`src/rtl/fcmp_pkg.sv`:
```
package fcmp_pkg;

    localparam int FC_REG_W     = 32;
    localparam int FC_SP_EXP_W  = 8;
    localparam int FC_SP_FRAC_W = 23;
    localparam int FC_DP_EXP_W  = 11;
    localparam int FC_DP_FRAC_W = 52;
    localparam int FC_MAG_W     = FC_DP_EXP_W + FC_DP_FRAC_W;

    typedef enum logic [2:0] {
        PRED_LT   = 3'd0,
        PRED_GT   = 3'd1,
        PRED_EQ   = 3'd2,
        PRED_LE   = 3'd3,
        PRED_GE   = 3'd4,
        PRED_NE   = 3'd5,
        PRED_RSV6 = 3'd6,
        PRED_RSV7 = 3'd7
    } pred_e;

    typedef enum logic [1:0] {
        ST_IDLE     = 2'd0,
        ST_WRITTEN  = 2'd1,
        ST_REJECTED = 2'd2
    } ctl_state_e;

    typedef struct packed {
        logic                sign;
        logic                nan;
        logic                zero;
        logic [FC_MAG_W-1:0] mag;
    } opnd_t;

endpackage

```
`src/rtl/fcmp_unpack.sv`:
```
module fcmp_unpack
    import fcmp_pkg::*;
#(
    parameter int REG_W     = FC_REG_W,
    parameter int SP_EXP_W  = FC_SP_EXP_W,
    parameter int SP_FRAC_W = FC_SP_FRAC_W,
    parameter int DP_EXP_W  = FC_DP_EXP_W,
    parameter int DP_FRAC_W = FC_DP_FRAC_W
) (
    input  logic             is_dbl,
    input  logic [REG_W-1:0] word_hi,
    input  logic [REG_W-1:0] word_lo,
    output opnd_t            fields
);
    localparam int PAIR_W = 2 * REG_W;
    localparam int MAG_W  = DP_EXP_W + DP_FRAC_W;

    logic [PAIR_W-1:0]    pair;
    logic [DP_EXP_W-1:0]  d_exp;
    logic [DP_FRAC_W-1:0] d_frac;
    logic [SP_EXP_W-1:0]  s_exp;
    logic [SP_FRAC_W-1:0] s_frac;

    always_comb begin
        pair   = {word_hi, word_lo};
        d_exp  = pair[PAIR_W-2 -: DP_EXP_W];
        d_frac = pair[DP_FRAC_W-1:0];
        s_exp  = word_hi[REG_W-2 -: SP_EXP_W];
        s_frac = word_hi[SP_FRAC_W-1:0];
        if (is_dbl) begin
            fields.sign = pair[PAIR_W-1];
            fields.nan  = (&d_exp) && (|d_frac);
            fields.mag  = pair[MAG_W-1:0];
        end else begin
            fields.sign = word_hi[REG_W-1];
            fields.nan  = (&s_exp) && (|s_frac);
            fields.mag  = MAG_W'(word_hi[REG_W-2:0]);
        end
        fields.zero = (fields.mag == '0);
    end

endmodule

```
`src/rtl/fcmp_relate.sv`:
```
module fcmp_relate
    import fcmp_pkg::*;
(
    input  opnd_t opa,
    input  opnd_t opb,
    input  pred_e pred,
    output logic  hit
);
    logic unordered;
    logic both_zero;
    logic is_eq;
    logic is_lt;

    always_comb begin
        unordered = opa.nan | opb.nan;
        both_zero = opa.zero & opb.zero;
        is_eq     = both_zero | ((opa.sign == opb.sign) && (opa.mag == opb.mag));
        if (both_zero)
            is_lt = 1'b0;
        else if (opa.sign != opb.sign)
            is_lt = opa.sign;
        else if (opa.sign)
            is_lt = opa.mag > opb.mag;
        else
            is_lt = opa.mag < opb.mag;

        unique case (pred)
            PRED_LT: hit = ~unordered & is_lt;
            PRED_GT: hit = ~unordered & ~is_lt & ~is_eq;
            PRED_EQ: hit = ~unordered & is_eq;
            PRED_LE: hit = ~unordered & (is_lt | is_eq);
            PRED_GE: hit = ~unordered & ~is_lt;
            PRED_NE: hit = unordered | ~is_eq;
            default: hit = 1'b0;
        endcase
    end

endmodule

```
`src/rtl/fcmp_ctrl.sv`:
```
module fcmp_ctrl
    import fcmp_pkg::*;
(
    input  logic clk,
    input  logic rst_n,
    input  logic req_valid,
    input  logic reject,
    input  logic hit,
    output logic fpsr_bit,
    output logic bad_operand
);
    ctl_state_e state_q;
    ctl_state_e state_d;

    always_comb begin
        state_d = state_q;
        unique case (state_q)
            ST_IDLE, ST_WRITTEN, ST_REJECTED: begin
                if (!req_valid)
                    state_d = ST_IDLE;
                else if (reject)
                    state_d = ST_REJECTED;
                else
                    state_d = ST_WRITTEN;
            end
            default: state_d = ST_IDLE;
        endcase
    end

    always_ff @(posedge clk) begin
        if (!rst_n)
            state_q <= ST_IDLE;
        else
            state_q <= state_d;
    end

    always_ff @(posedge clk) begin
        if (!rst_n)
            fpsr_bit <= 1'b0;
        else if (state_d == ST_WRITTEN)
            fpsr_bit <= hit;
    end

    assign bad_operand = (state_q == ST_REJECTED);

endmodule

```
`src/rtl/fcmp_setcc.sv`:
```
module fcmp_setcc
    import fcmp_pkg::*;
#(
    parameter int REG_W  = FC_REG_W,
    parameter int RIDX_W = 5
) (
    input  logic              clk,
    input  logic              rst_n,
    input  logic              req_valid,
    input  logic              is_dbl,
    input  logic [2:0]        pred_code,
    input  logic [RIDX_W-1:0] ra_idx,
    input  logic [RIDX_W-1:0] rb_idx,
    input  logic [REG_W-1:0]  a_hi,
    input  logic [REG_W-1:0]  a_lo,
    input  logic [REG_W-1:0]  b_hi,
    input  logic [REG_W-1:0]  b_lo,
    output logic              fpsr_bit,
    output logic              bad_operand
);
    localparam int N_OPND = 2;

    logic [REG_W-1:0] hi_w [N_OPND];
    logic [REG_W-1:0] lo_w [N_OPND];
    opnd_t            op_f [N_OPND];
    logic             reject;
    logic             hit;

    assign hi_w[0] = a_hi;
    assign hi_w[1] = b_hi;
    assign lo_w[0] = a_lo;
    assign lo_w[1] = b_lo;

    assign reject = is_dbl & (ra_idx[0] | rb_idx[0]);

    for (genvar g = 0; g < N_OPND; g++) begin : g_unpack
        fcmp_unpack #(.REG_W(REG_W)) unpack_i (
            .is_dbl  (is_dbl),
            .word_hi (hi_w[g]),
            .word_lo (lo_w[g]),
            .fields  (op_f[g])
        );
    end

    fcmp_relate relate_i (
        .opa  (op_f[0]),
        .opb  (op_f[1]),
        .pred (pred_e'(pred_code)),
        .hit  (hit)
    );

    fcmp_ctrl ctrl_i (
        .clk         (clk),
        .rst_n       (rst_n),
        .req_valid   (req_valid),
        .reject      (reject),
        .hit         (hit),
        .fpsr_bit    (fpsr_bit),
        .bad_operand (bad_operand)
    );

endmodule

```
`config.mk`:
```
export PLATFORM = sky130hd
export DESIGN_NAME = fcmp_setcc
export DESIGN_NICKNAME = d
export VERILOG_FILES = /design/src/rtl/fcmp_pkg.sv /design/src/rtl/fcmp_unpack.sv /design/src/rtl/fcmp_relate.sv /design/src/rtl/fcmp_ctrl.sv /design/src/rtl/fcmp_setcc.sv
export SDC_FILE = /design/constraint.sdc
export NUM_CORES = 1
export LEC_CHECK = 0
export BUFFER_PORTS_ARGS = -buffer_cell sky130_fd_sc_hd__buf_2
export CAP_MARGIN = 20
export CORE_UTILIZATION = 45
export DETAILED_ROUTE_END_ITERATION = 8
export GPL_TIMING_DRIVEN = 0
export PLACE_DENSITY = 0.9
export SLEW_MARGIN = 0
export SYNTH_ARGS = -nofsm -noshare
export SYNTH_HDL_FRONTEND = slang
export SYNTH_SLANG_ARGS = --single-unit
```
`constraint.sdc`:
```
create_clock -name clk -period 3.53 [get_ports clk]
set_input_delay 0.353 -clock clk [delete_from_list [all_inputs] [get_ports clk]]
set_output_delay 0.353 -clock clk [all_outputs]
set_load 0.01 [all_outputs]
```
==> results of run 1 <==
[per-stage QoR]
step / hold slack [ns] / setup slack, ns / TNS (ns) / cells
after floorplan: 0.467 / 0.0685 / 0 / 445
after global placement: 0.549 / -1.03 / -1.03 / 679
after detailed placement: 0.580 / -1.07 / -1.07 / 679
after CTS: 0.386 / 0.0196 / 0 / 682
after global routing: 0.391 / 0.00330 / 0 / 683
final: 0.387 / 0.147 / 0 / 683
[cells by family after synthesis]
logic type	Yosys count	share of synthesized area (%)
simple gates	223	36.5
compound gates	71	14.0
buf+inv	21	2.69
mux	62	20.2
flops	3	1.84
xor+xnor	2	0.538
fa+ha+maj	63	24.2
[layout by cell type, fill, tap and decap left out, drive strengths merged, types with 25 or more instances in the layout]
cell and instances:
buf 142, ha 63, nand2 62, and2 32
mux2i 31, mux2 31, nor4 31, nand4 29
a21oi 27, nor2 25
[cell type report]
class | instances | area share [%]
inverters | 6 | 0.541
plain buffers | 14 | 1.98
clock buffers | 4 | 1.08
multi-input cells | 421 | 75.3
well taps | 96 | 2.89
repair buffers | 139 | 16.8
flip-flops and latches | 3 | 1.44
[worst paths after layout]
kind	slack, ns	cells after the start	from	to
max	0.15	15	is_dbl	ctrl_i.fpsr_bit
min	0.39	3	rst_n	ctrl_i.fpsr_bit
max reg2reg	2.21	6	ctrl_i.state_q[0]	ctrl_i.fpsr_bit
min reg2reg	0.59	3	ctrl_i.fpsr_bit	ctrl_i.fpsr_bit
[layer usage]
layer  share of wire, %  wire [um]  up-vias  GRT usage (%)
met4                3.1        465        0           11.5
li1                   -          -     2012              -
met2                 45       6740      283           64.4
met1                 42       6260     2070           52.6
met5                  0          0        -              0
met3                9.9       1490       49           7.58
[tightest hold or removal path, delay by kind of cell]
family / cells / cell delay (ns)
AOI/OAI and AO/OA: 1 / 0.06
buffers and inverters: 1 / 0.11
and+or+nand+nor: 1 / 0.05
[registers in the layout, summed over array words and instances (netlist names)]
signal and cells:
ctrl_i.state_q 2, ctrl_i.fpsr_bit 1
[what timing repair did]
| action | CTS | global route |
|---|---|---|
| resized for setup | 5 | 16 |
| buffers inserted | 0 | 1 |
| pin swaps | 0 | 1 |
| gates cloned | 0 | 0 |
| setup endpoints to repair | 1 | 1 |
[report_power, final]
part           leakage [nW]  switching (mW)  internal (mW)  total (mW)
registers            0.0246        0.000832         0.0360      0.0368
logic                  1.90           0.301          0.221       0.522
clock network        0.0228          0.0231         0.0770       0.100
==> results.json, run 1 <==
{
  "outcome": "finished clean",
  "avgSynthCellArea_um2": 7.32,
  "numClockSinks": 3,
  "clock_latency_ns": 0.22,
  "period_minus_slack_ns": 3.38,
  "clock_path_buffers": 2,
  "critPathKind": "primary input to flop",
  "leakagePower_nw": 1.95,
  "irDropWorstVdd_uv": 224,
  "dpl.hpwl_um": 12900,
  "fmax_mhz": 296,
  "cts_made_buffers": 3,
  "maxCapViolCount": 0,
  "final_max_slew_viol_count": 0,
  "cp.arrival_ns": 3.53,
  "path_cells": "buf_2, buf_6, buf_2, clkbuf_4, mux2i_1, ha_1, nand4_1, nor4_1, nand2_1, a21oi_1, nor3_2, a31o_2, o41ai_1, a21oi_1, o21ai_1",
  "cpPeakStageDelay_ns": 0.36,
  "syn_to_final_growth_pct": 27.6,
  "max_slew_margin_pct": 60.9,
  "synthArstFlopShare_pct": 0,
  "gp_congestion": 1.06,
  "worstSetupEndpointType": "flop",
  "via_per_inst": 6.46,
  "rsz0062_at_grt": "false",
  "final_cell_area_um2": 4160,
  "overflow": 0,
  "synth.most_common_cell": "ha_1",
  "diodes": 0,
  "min_period_over_period_pct": 95.8,
  "nFillCells": 669,
  "synth_cell_type_count": 48,
  "multi_input_area_um2": 3130,
  "tightest_slew_ns": 0.583,
  "wl_per_cell_um": 21.9,
  "synth-warning-count": 0,
  "yosys.area.top_type": "ha_1",
  "final_antenna_net_count": 0,
  "cts.clk_slew.worst_paths_ns": 0.03,
  "core-area_um2": 6910,
  "crit_slowest_cell": "nor4_1",
  "synth_edf_count": 0,
  "min_path_type": "primary input to flop",
  "ys.flop_type": "dfxtp_1",
  "cts-root-buf": "clkbuf_8",
  "ys_ff_latch": 3,
  "nets": 796,
  "powerDensity_nw_per_um2": 158,
  "initial_utilization_pct": 47.2,
  "critPathMaxFanout": 19,
  "dr.pass1.iters": 5,
  "cts_tree": "built",
  "drc": 0,
  "pin_count": 147,
  "dieArea_um2": 7590,
  "fp.dieH_um": 87.1,
  "syn_inst": 445,
  "grt_pass1_vias": 4195,
  "setup_viol": 0,
  "power_mw": 0.659,
  "vias": 4414,
  "grt_first_pass_wirelength_um": 22500,
  "grt_usage_pct": 39.5,
  "port_buffers": 138,
  "synth_commonest_cells": "63 x ha_1, 62 x nand2_1, 32 x and2_1",
  "rows": 30,
  "antenna_found_initial": 0,
  "utilization_pct": 60.2,
  "grt_max_degree": 20,
  "synthTopCellsByArea": "ha_1 24%, mux2_2 11%, mux2i_1 9.5%",
  "synth_nets": 653,
  "synth.top_cell.area_share_pct": 24.2,
  "netlist_area_um2": 3260,
  "drtIter0Drc": 396,
  "routed_wl_um": 14900,
  "hold_buffers": 0,
  "hold_viol": 0,
  "placed_cell_area_um2": 4070,
  "htreeDepth": 1,
  "start_kind": "primary input",
  "required_ns": 3.68,
  "drive_gt1_share_pct": 32.9,
  "regArea_um2": 60.1,
  "crit_buf_inv": 4,
  "fp.dieW_um": 87.1,
  "yosysSeqAreaShare_pct": 1.84,
  "clock_skew_ns": 0.00221,
  "critPathTopFamily": "compound AO/OA/AOI/OAI gates"
}
Power figures use the tool's default switching activity.
==> run 2, diff against run 1 <==
--- a/config.mk
+++ b/config.mk
@@ -11,6 +11,7 @@
 export DETAILED_ROUTE_END_ITERATION = 8
 export GPL_TIMING_DRIVEN = 0
 export PLACE_DENSITY = 0.9
+export SETUP_SLACK_MARGIN = 0.3
 export SLEW_MARGIN = 0
 export SYNTH_ARGS = -nofsm -noshare
 export SYNTH_HDL_FRONTEND = slang
==> run 2 against run 1 <==
Cell area up 7.7%; sequential share of layout area is 0.10 points lower; total power increased by 7.7%; clock power is essentially flat; die area stayed put; maximum frequency grew 7.0%.
==> results.json, run 2 (synthesized netlist as in run 1, its figures left out) <==
{
  "clock_path_buffers": 2,
  "utilization_pct": 64.9,
  "crit_slowest_cell": "o311a_1",
  "wl_per_cell_um": 22.0,
  "initial_utilization_pct": 47.2,
  "period_minus_slack_ns": 3.16,
  "final_max_slew_viol_count": 0,
  "top_regs": "ctrl_i.state_q x2, ctrl_i.fpsr_bit x1",
  "final_antenna_net_count": 0,
  "cpPeakStageDelay_ns": 0.34,
  "start_kind": "primary input",
  "pre_cts_slack_ns": -0.873,
  "grt_pass1_vias": 4148,
  "drc": 0,
  "critPathKind": "primary input to flop",
  "critPathMaxFanout": 10,
  "dr.pass1.iters": 5,
  "leakagePower_nw": 2.06,
  "max_slew_margin_pct": 59.0,
  "power_mw": 0.710,
  "fin_cells": 693,
  "cts.clk_slew.worst_paths_ns": 0.03,
  "clock_latency_ns": 0.21,
  "hold_viol": 0,
  "routed_wl_um": 15200,
  "fmax_mhz": 316,
  "crit_path_frequent_cell": "buf_12",
  "min_period_over_period_pct": 89.6,
  "rows": 30,
  "required_ns": 3.62,
  "maxCapViolCount": 0,
  "grt_usage_pct": 39.1,
  "diodes": 0,
  "gp_congestion": 1.10,
  "nets": 806,
  "pin_count": 147,
  "grt_max_degree": 11,
  "outcome": "finished clean",
  "cts_tree": "built",
  "drive_gt1_share_pct": 37.5,
  "powerDensity_nw_per_um2": 158,
  "hold_buffers": 0,
  "min_path_type": "primary input to flop",
  "top_register": "ctrl_i.state_q",
  "cts-root-buf": "clkbuf_8",
  "grt_first_pass_wirelength_um": 22400,
  "largest_reg_flops": 2,
  "cts_made_buffers": 3,
  "final.setup.worst_slack_ns": 0.368,
  "tightest_slew_ns": 0.610,
  "dp_cells": 679,
  "drtIter0Drc": 423,
  "dpl.hpwl_um": 12700,
  "cp.arrival_ns": 3.26,
  "port_buffers": 138,
  "path_cells": "buf_2, buf_6, buf_12, buf_12, buf_12, and2_4, ha_4, nand4_1, buf_4, nor4_4, buf_6, a21boi_2, a31oi_2, a31o_2, o311a_1, a21oi_2, o21ai_1",
  "overflow": 0,
  "dieArea_um2": 7590,
  "antenna_found_initial": 0,
  "core-area_um2": 6910,
  "htreeDepth": 1,
  "fp.dieW_um": 87.1,
  "crit_buf_inv": 7,
  "placed_cell_area_um2": 4080,
  "fp.dieH_um": 87.1,
  "syn_to_final_growth_pct": 37.5,
  "critPathTopFamily": "compound AO/OA/AOI/OAI gates",
  "vias": 4472,
  "numClockSinks": 3,
  "rsz0062_at_grt": "false",
  "layout_commonest_cell": "buf_2",
  "clock_skew_ns": 0.00186,
  "final_cell_area_um2": 4480,
  "irDropWorstVdd_uv": 157,
  "final_cell_mix": "138 x buf_2, 61 x nand2_1, 60 x ha_1",
  "setup_viol": 0,
  "via_per_inst": 6.45,
  "worstSetupEndpointType": "flop"
}
==> run 2: final timing paths <==
kind,startpoint,to,slack (ns),cells past startpoint
max reg2reg,ctrl_i.state_q[0],ctrl_i.fpsr_bit,2.27,6
min,rst_n,ctrl_i.state_q[1],0.38,3
min reg2reg,ctrl_i.state_q[0],ctrl_i.state_q[1],0.60,3
max,is_dbl,ctrl_i.fpsr_bit,0.37,17
==> run 2: per-stage QoR <==
step	TNS, ns	hold WS [ns]
CTS	0	0.385
global route	0	0.397
finish	0	0.385
global placement	-0.834	0.550
detailed placement	-0.873	0.584
floorplan	0	0.467
==> run 2: layout make-up <==
cell class,count,area (um2)
multi-input combinational,421,3270
fill,641,2430
timing repair buffer,148,769
buffer,15,196
tap,96,120
sequential,3,60.1
clock buffer,4,45.0
inverter,6,22.5
==> run 2: worst reg2reg max path, stage by stage (launching register included) <==
cell and delay (ns):
dfxtp_1 0.29, a21boi_0 0.29, nand2_1 0.13, nor3_1 0.20, a22o_1 0.16, nand2_1 0.05
o21ai_1 0.07
==> run 2: timing repair <==
action	4_1_cts	5_1_grt
pin swaps	9	13
setup endpoints to repair	1	1
gates resized for setup	34	33
setup buffers	3	7
gates cloned	0	0
==> run 2: power by group <==
group	internal, mW	leakage, nW	total [mW]	switching, mW
clock network	0.0769	0.0228	0.0984	0.0215
logic	0.254	2.01	0.574	0.320
registers	0.0360	0.0246	0.0368	0.000826
==> run 2: layer usage <==
metal / track usage, % / part of all wire, % / up-vias
met5: 0 / 0 / -
met4: 11.5 / 2.6 / 0
met3: 7.49 / 11 / 44
met2: 63.0 / 46 / 282
met1: 52.8 / 41 / 2112
li1: - / - / 2034
==> run 3, diff against run 2 <==
--- a/config.mk
+++ b/config.mk
@@ -11,6 +11,7 @@
 export DETAILED_ROUTE_END_ITERATION = 8
 export GPL_TIMING_DRIVEN = 0
 export PLACE_DENSITY = 0.9
+export RECOVER_POWER = 100
 export SETUP_SLACK_MARGIN = 0.3
 export SLEW_MARGIN = 0
 export SYNTH_ARGS = -nofsm -noshare
==> run 3 against run 2 <==
Clock skew about the same; largest cell class unchanged; critical path type unchanged; wire length rose by 0.20%; cell area shrank 0.22%; critical endpoint unchanged; sequential power about the same.
==> results.json, run 3 (synthesized netlist as in run 1, its figures left out) <==
{
  "outcome": "finished clean",
  "htreeDepth": 1,
  "cts.clk_slew.worst_paths_ns": 0.03,
  "grt_pass1_vias": 4148,
  "cpPeakStageDelay_ns": 0.34,
  "grt_first_pass_wirelength_um": 22400,
  "largest_reg_flops": 2,
  "required_ns": 3.62,
  "drive_gt1_share_pct": 37.0,
  "clock_latency_ns": 0.22,
  "dpl.hpwl_um": 12700,
  "leakagePower_nw": 2.05,
  "rows": 30,
  "power_mw": 0.709,
  "final_antenna_net_count": 0,
  "worstSetupEndpointType": "flop",
  "powerDensity_nw_per_um2": 159,
  "overflow": 0,
  "gp_congestion": 1.10,
  "dr.pass1.iters": 5,
  "vias": 4458,
  "nets": 806,
  "syn_to_final_growth_pct": 37.2,
  "hold_viol": 0,
  "diodes": 0,
  "wl_per_cell_um": 22.0,
  "final_max_slew_viol_count": 0,
  "path_cells": "buf_2, clkbuf_1, buf_12, buf_12, clkbuf_8, nand2_1, ha_1, nand4_1, buf_4, nor4_4, buf_6, a21boi_2, a31oi_2, a31o_2, o311a_1, a21oi_2, o21ai_1",
  "port_buffers": 138,
  "hold_buffers": 0,
  "cts_tree": "built",
  "max_slew_margin_pct": 62.7,
  "pin_count": 147,
  "min_period_over_period_pct": 92.2,
  "setup_viol": 0,
  "min_path_type": "primary input to flop",
  "whs_ns": 0.384,
  "numClockSinks": 3,
  "utilization_pct": 64.7,
  "crit_path_frequent_cell": "buf_12",
  "irDropWorstVdd_uv": 157,
  "via_per_inst": 6.43,
  "nFillCells": 642,
  "antenna_found_initial": 0,
  "start_kind": "primary input",
  "routed_wl_um": 15200,
  "fp.dieH_um": 87.1,
  "fp.dieW_um": 87.1,
  "top_register": "ctrl_i.state_q",
  "clock_path_buffers": 2,
  "period_minus_slack_ns": 3.25,
  "maxCapViolCount": 0,
  "clock_skew_ns": 0.00191,
  "drtIter0Drc": 465,
  "layout_commonest_cell": "buf_2",
  "cts-root-buf": "clkbuf_8",
  "pre_cts_slack_ns": -0.873,
  "tightest_slew_ns": 0.557,
  "cp.arrival_ns": 3.35,
  "critPathKind": "primary input to flop",
  "rsz0062_at_grt": "false",
  "core-area_um2": 6910,
  "initial_utilization_pct": 47.2,
  "final.setup.worst_slack_ns": 0.277,
  "critPathMaxFanout": 10,
  "grt_usage_pct": 39.1,
  "grt_max_degree": 11,
  "crit_slowest_cell": "o311a_1",
  "dieArea_um2": 7590,
  "top_regs": "ctrl_i.state_q x2, ctrl_i.fpsr_bit x1",
  "final_cell_mix": "136 x buf_2, 61 x nand2_1, 60 x ha_1",
  "drc": 0,
  "tns_ns": 0,
  "fmax_mhz": 307,
  "cts_made_buffers": 3
}
run 3: cell count changes in the layout (fill, tap and decap cells not counted), sizes merged:
cell	delta
buf	-3
clkbuf	+3
run 3: timing repair:
item / CTS / global route
endpoints found under the setup margin: 1 / 1
pin swaps: 9 / 13
cloned: 0 / 0
endpoints found under the hold margin: 0 / 0
buffers inserted: 3 / 7
gates resized for setup: 34 / 33
run 3: final cells by class:
class | count | area, um2 | area share (%)
Tap cell | 96 | 120 | 2.69
Multi-Input combinational cell | 421 | 3270 | 73.1
Sequential cell | 3 | 60.1 | 1.34
Timing Repair Buffer | 148 | 767 | 17.2
Clock buffer | 4 | 45.0 | 1.01
Buffer | 15 | 189 | 4.23
Inverter | 6 | 22.5 | 0.504
run 3: per-stage QoR:
step	area [um2]	cells
after floorplan	3270	445
after global placement	4080	679
after detailed placement	4080	679
final	4470	693
after global routing	4470	693
after CTS	4280	686
run 3: critical path, delay by kind of cell:
kind | cells | cell delay [ns]
buffers and inverters | 7 | 1.13
adders and majority gates | 1 | 0.32
AOI/OAI and AO/OA | 6 | 1.08
and+or+nand+nor | 3 | 0.43
run 3: worst paths after layout:
kind	to	start	slack [ns]	depth (start not counted)
min	ctrl_i.state_q[1]	rst_n	0.38	3
max	ctrl_i.fpsr_bit	is_dbl	0.28	17
max reg2reg	ctrl_i.fpsr_bit	ctrl_i.state_q[0]	2.26	6
min reg2reg	ctrl_i.state_q[1]	ctrl_i.state_q[0]	0.60	3
run 3: metal layers:
| layer | GRT usage [%] | wire length [um] |
|---|---|---|
| met3 | 7.49 | 1530 |
| met5 | 0 | 0 |
| met4 | 11.5 | 338 |
| met2 | 63.0 | 7070 |
| met1 | 52.8 | 6310 |
run 3: where the power goes:
| part | switching [mW] | internal (mW) | total [mW] |
|---|---|---|---|
| Clock | 0.0217 | 0.0769 | 0.0986 |
| Combinational | 0.321 | 0.253 | 0.574 |
| Sequential | 0.000851 | 0.0360 | 0.0368 |
| Total | 0.343 | 0.366 | 0.709 |
